===== src/rtl/cfg_port_decoder.sv =====
module cfg_port_decoder #(
  parameter int IO_AW = 16,
  parameter logic [IO_AW-1:0] ADDR_PORT = 'hCF8,
  parameter logic [IO_AW-1:0] DATA_PORT = 'hCFC,
  parameter int EXT_W = 4
) (
  input  logic              clk,
  input  logic              rst_n,
  input  logic [IO_AW-1:0]  io_addr,
  input  logic [1:0]        io_size,
  input  logic              io_rd,
  input  logic              io_wr,
  input  logic [31:0]       io_wdata,
  output logic [31:0]       io_rdata,
  output logic              io_ready,
  output logic              cfg_req,
  output logic              cfg_we,
  output logic [7:0]        cfg_bus,
  output logic [7:0]        cfg_devfn,
  output logic [EXT_W+5:0]  cfg_reg,
  output logic [3:0]        cfg_be,
  output logic [31:0]       cfg_wdata,
  input  logic              cfg_ack,
  input  logic              cfg_present,
  input  logic [31:0]       cfg_rdata
);
  localparam int RW = EXT_W + 6;

  logic [31:0] latch_q, rdata_q, lanes, be_bits, rsp_data;
  logic [3:0]  mask;
  logic        busy_q, acc, hit_latch, hit_data, latch_wr, fwd, done;

  always_comb begin
    case (io_size)
      2'd0:    mask = 4'b0001 << io_addr[1:0];
      2'd1:    mask = io_addr[0] ? 4'b0000 : (io_addr[1] ? 4'b1100 : 4'b0011);
      2'd2:    mask = (io_addr[1:0] == 2'd0) ? 4'b1111 : 4'b0000;
      default: mask = 4'b0000;
    endcase
  end

  assign lanes     = {{8{mask[3]}}, {8{mask[2]}}, {8{mask[1]}}, {8{mask[0]}}};
  assign be_bits   = {{8{cfg_be[3]}}, {8{cfg_be[2]}}, {8{cfg_be[1]}}, {8{cfg_be[0]}}};
  assign acc       = !busy_q && (io_rd || io_wr);
  assign hit_latch = io_addr[IO_AW-1:2] == ADDR_PORT[IO_AW-1:2];
  assign hit_data  = io_addr[IO_AW-1:2] == DATA_PORT[IO_AW-1:2];
  assign latch_wr  = acc && io_wr && io_addr == ADDR_PORT && io_size == 2'd2;
  assign fwd       = acc && hit_data && mask != 4'b0000 && latch_q[31];
  assign done      = cfg_req && cfg_ack;
  assign rsp_data  = (cfg_present ? cfg_rdata : 32'hFFFF_FFFF) & be_bits;

  assign io_ready  = !busy_q;
  assign io_rdata  = rdata_q;

  always_ff @(posedge clk) begin
    if (!rst_n) begin
      latch_q   <= '0;
      rdata_q   <= '0;
      busy_q    <= 1'b0;
      cfg_req   <= 1'b0;
      cfg_we    <= 1'b0;
      cfg_bus   <= '0;
      cfg_devfn <= '0;
      cfg_reg   <= '0;
      cfg_be    <= '0;
      cfg_wdata <= '0;
    end else begin
      if (latch_wr) latch_q <= io_wdata;
      if (fwd) begin
        busy_q    <= 1'b1;
        cfg_req   <= 1'b1;
        cfg_we    <= io_wr;
        cfg_bus   <= latch_q[23:16];
        cfg_devfn <= latch_q[15:8];
        cfg_reg   <= {latch_q[24+EXT_W-1:24], latch_q[7:2]};
        cfg_be    <= mask;
        cfg_wdata <= io_wdata;
      end else if (acc && !io_wr) begin
        if (hit_latch)     rdata_q <= latch_q & lanes;
        else if (hit_data) rdata_q <= lanes;
        else               rdata_q <= '0;
      end
      if (done) begin
        busy_q  <= 1'b0;
        cfg_req <= 1'b0;
        if (!cfg_we) rdata_q <= rsp_data;
      end
    end
  end

  AST_LATCH_WR_ONLY: assert property (@(posedge clk) disable iff (!rst_n)
    !$stable(latch_q) |-> $past(io_wr && io_ready && io_addr == ADDR_PORT && io_size == 2'd2));
  AST_REQ_NEEDS_EN: assert property (@(posedge clk) disable iff (!rst_n)
    $rose(cfg_req) |-> $past(latch_q[31]));
  AST_REQ_ROUTE: assert property (@(posedge clk) disable iff (!rst_n)
    $rose(cfg_req) |-> cfg_bus == $past(latch_q[23:16]) && cfg_devfn == $past(latch_q[15:8]));
  AST_ONE_REQ: assert property (@(posedge clk) disable iff (!rst_n)
    cfg_req && cfg_ack |=> !cfg_req && io_ready);
  AST_REQ_HOLD: assert property (@(posedge clk) disable iff (!rst_n)
    cfg_req && !cfg_ack |=> cfg_req && !io_ready && $stable(cfg_reg) && $stable(cfg_be)
                            && $stable(cfg_wdata) && $stable(cfg_we));
  AST_BE_LEGAL: assert property (@(posedge clk) disable iff (!rst_n)
    cfg_req |-> ($countones(cfg_be) == 1 || cfg_be == 4'b0011 || cfg_be == 4'b1100 || cfg_be == 4'b1111));
  AST_RST_IDLE: assert property (@(posedge clk)
    !rst_n |=> !cfg_req && io_ready && latch_q == 32'd0);
  AST_RD_LANES: assert property (@(posedge clk) disable iff (!rst_n)
    cfg_req && cfg_ack && !cfg_we |=> (io_rdata & ~$past(be_bits)) == 32'd0);
endmodule


===== config.mk =====
export PLATFORM = sky130hd
export DESIGN_NAME = cfg_port_decoder
export DESIGN_NICKNAME = d
export VERILOG_FILES = /design/src/rtl/cfg_port_decoder.sv
export SDC_FILE = /design/constraint.sdc
export NUM_CORES = 1
export LEC_CHECK = 0
export ABC_AREA = 1
export BUFFER_PORTS_ARGS = -buffer_cell sky130_fd_sc_hd__buf_2
export CAP_MARGIN = 20
export CELL_PAD_IN_SITES_DETAIL_PLACEMENT = 1
export CELL_PAD_IN_SITES_GLOBAL_PLACEMENT = 2
export CORE_MARGIN = 8
export CORE_UTILIZATION = 27
export CTS_CLUSTER_DIAMETER = 80
export DETAILED_ROUTE_END_ITERATION = 12
export PLACE_DENSITY = 0.77
export SETUP_SLACK_MARGIN = 0.4
export SYNTH_ARGS = -nofsm -noshare
export SYNTH_HDL_FRONTEND = slang
export SYNTH_SLANG_ARGS = --single-unit
export TNS_END_PERCENT = 50

===== constraint.sdc =====
create_clock -name clk -period 1.8 [get_ports clk]
set_clock_uncertainty 0.2 [all_clocks]
set_input_delay 0.18 -clock clk [delete_from_list [all_inputs] [get_ports clk]]
set_output_delay 0.18 -clock clk [all_outputs]
set_load 0.01 [all_outputs]

==> flow_summary_export.csv <==
group,metric,value,unit
pwr,total_leakage_power,0.00445,uW
synthesis,syn-mean-instance-area,6.98,um2
synthesis,post_synth_cell_types,23,
synthesis,ys.warnings.count,0,
timing,unrepaired_setup_endpoints_after_global_routing,"yes",
drt,routedWlPerCell,18.2,um
timing,setup_violating_endpoint_count_in_the_final_report,0,
worst_setup_path,worst-path-stages,10,
worst_setup_path,worst-path-buf-inv,4,
synthesis,synth_seq_area_share,44.8,%
clock_network,cts.sink_count,128,
placed_design,gp_congestion,0.785,
worst_setup_path,worstRegToRegCells,10,
timing,report.final.hold_viol_count,1,
clock_network,tritoncts_clock_tree,"built",
clock_network,cts_made_buffers,17,
worst_setup_path,setup.worst_path.class,"register to register",
global_routing,grt-ovfl-total,0,
placed_design,total_of_buffers_placed_on_input_and_output_ports,184,
floorplan,rows,53,
worst_setup_path,crit_path_top_delay_cell,"sky130_fd_sc_hd__dfxtp_2",
placed_design,dpl.hpwl,16400,um
timing,timing.max_slew.rel_slack,73.2,%
cells_and_area,diodes,0,
floorplan,dieArea,26100,um2
cells_and_area,layout-drive-gt1-share,32.8,%
pwr,vdd_drop_max,0.000756,V
worst_setup_path,critical_path.top_delay_family,"buffers and inverters",
worst_setup_path,critical_path.max_stage_delay,0.33,ns
cells_and_area,utilization,44.1,%
worst_setup_path,crit_chain,"inv_2 > o21ai_2 > nor2_2 > nand3_2 > nor2_4 > clkbuf_16 > buf_12 > clkbuf_16 > nor2_1 > nor2_1",
clock_network,worst_skew_pair.late_latency,0.42,ns
hold_path,holdCritPathClass,"input port to register",
drt,drtPass1Iterations,4,
synthesis,yosys_register_bits,128,
cells_and_area,layout.nets,1193,
clock_network,clk_root_buffer_cell,"sky130_fd_sc_hd__clkbuf_16",
cells_and_area,final_area,9210,um2
timing,max_freq,576,MHz
placed_design,detailed_place.area,7280,um2
timing,post-route-min-period,1.74,ns
drt,total_wire_length_after_detailed_routing,25300,um
outcome,outcome,"complete, but fails checks",
worst_setup_path,cp.required,1.96,ns
timing,holdWs,-0.107,ns
pwr,power.density_cell_area,766,nW/um2
floorplan,die_h,162,um
drt,routed_via_density,4.72,
global_routing,global_route.usage.total,18.5,%
flow_run,drv.max_cap_violation_count,0,
hold_path,worstHoldPathCells,4,
clock_network,htree_num_levels,4,
global_routing,grt_start_max_net_pins,69,
global_routing,grt_pass1_vias,6704,
drt,remaining_drc_errors,0,
clock_network,cts_buffer_depth,2,
drt,detail-route-antenna-nets,0,
timing,post-route-period-util,96.5,%
worst_setup_path,timing.critical_path.from_type,"register",
timing,worstMarginPinSlew,0.402,ns
worst_setup_path,worstPathMaxFanout,8,
cells_and_area,syn_to_final_growth,61.0,%
cells_and_area,filler_cell_count,2585,
global_routing,antenna_found_initial,1,
floorplan,initial_utilization,27.4,%
synthesis,netlist_area,5720,um2
synthesis,synth.net_count,908,
timing,finalSetupTns,0,ns
worst_setup_path,critical_path_arrival,1.90,ns
floorplan,floorplan.core_area,20900,um2
outcome,failed_checks,"negative hold slack",
timing,final-max-slew-violation-count,0,
clock_network,clk_pin_slew,0.06,ns
synthesis,synthCells,820,
drt,dr_total_vias,6573,
floorplan,design.portCount,185,
floorplan,floorplan.die.width,162,um
worst_setup_path,crit_path_end_kind,"register",
global_routing,grt_first_pass_wirelength,38100,um
drt,detailedRoute.firstIterationViolations,223,
[routing by layer]
layer | track usage (%) | part of all wire [%] | vias to the layer above
li1 | - | - | 3258
met1 | 24.1 | 47 | 3132
met2 | 29.1 | 47 | 155
met3 | 4.96 | 5.0 | 26
met4 | 6.31 | 1.4 | 2
met5 | 0 | 0.051 | -
[path summary, 6_finish.rpt]
kind	start	to	slack [ns]
max	busy_q	cfg_wdata[29]	0.06
min	cfg_ack	busy_q	-0.11
max reg2reg	busy_q	cfg_wdata[29]	0.06
min reg2reg	latch_q[28]	latch_q[28]	0.26
[cell usage after synthesis (all sizes together)]
cell type | count | area share (%)
clkbuf | 28 | 1.8
buf | 24 | 2.1
nand4 | 9 | 0.98
nand3 | 75 | 6.7
a31oi | 1 | 0.11
dfxtp | 128 | 45
a21oi | 67 | 5.9
o21ai | 100 | 8.7
clkinv | 2 | 0.13
inv | 86 | 5.6
nand2 | 151 | 10
nor3 | 1 | 0.087
a211oi | 27 | 4.2
nor2 | 121 | 8.6
[report_power, final]
| group | total (uW) | internal (uW) | switching, uW |
|---|---|---|---|
| combinational | 539 | 261 | 278 |
| sequential | 2830 | 2830 | 0.00579 |
| clock | 3680 | 2300 | 1380 |
[kinds of logic (layout without fill, tap and decap cells)]
| group | after synthesis | in the layout | synth area share, % |
|---|---|---|---|
| compound gates | 195 | 195 | 19.0 |
| buf+inv | 140 | 434 | 9.73 |
| flops | 128 | 128 | 44.8 |
| simple gates | 357 | 361 | 26.5 |
[area by class of cell]
type / instances / area (um2) / share of cell area, %
tap: 275 / 344 / 3.74
timing repair buffer: 314 / 2480 / 27.0
sequential: 128 / 2560 / 27.8
clock inverter: 11 / 153 / 1.66
clock buffer: 21 / 470 / 5.11
multi-input combinational: 556 / 2860 / 31.1
inverter: 88 / 330 / 3.59
[repair_timing]
item | in CTS | in global routing
setup buffers | 5 | 2
pin swaps | 6 | 27
endpoints found under the setup margin | 134 | 134
resized for setup | 20 | 70
hold endpoints to repair | 96 | 2
hold buffers | 57 | 1
gates cloned | 7 | 10
[placed cells by master, fill, tap and decap left out, types with 11 or more instances in the layout]
master,n
sky130_fd_sc_hd__nor2_1,106
sky130_fd_sc_hd__buf_4,40
sky130_fd_sc_hd__nand3_1,64
sky130_fd_sc_hd__a211oi_2,17
sky130_fd_sc_hd__a21oi_1,66
sky130_fd_sc_hd__inv_1,83
sky130_fd_sc_hd__buf_12,11
sky130_fd_sc_hd__nand3_2,11
sky130_fd_sc_hd__nand2_2,15
sky130_fd_sc_hd__nand2_1,135
sky130_fd_sc_hd__dfxtp_1,126
sky130_fd_sc_hd__buf_2,184
sky130_fd_sc_hd__clkbuf_16,24
sky130_fd_sc_hd__o21ai_0,68
sky130_fd_sc_hd__o21ai_1,22
sky130_fd_sc_hd__dlygate4sd3_1,58
[per-stage QoR]
stage,total power (uW),std cells,worst slack [ns]
after floorplan,3080,820,0.215
after detailed placement,3270,1279,-0.209
final,7050,1393,0.0637
after global routing,7310,1393,-0.00618
after global placement,3270,1279,-0.143
after CTS,7100,1380,0.0859
[worst min-delay path: stages]
cell and delay (ns):
sky130_fd_sc_hd__buf_2 0.08, sky130_fd_sc_hd__nand2_1 0.09, sky130_fd_sc_hd__nand2_1 0.08, sky130_fd_sc_hd__a21oi_1 0.05
Note: power is estimated with default switching activity, not from simulation.
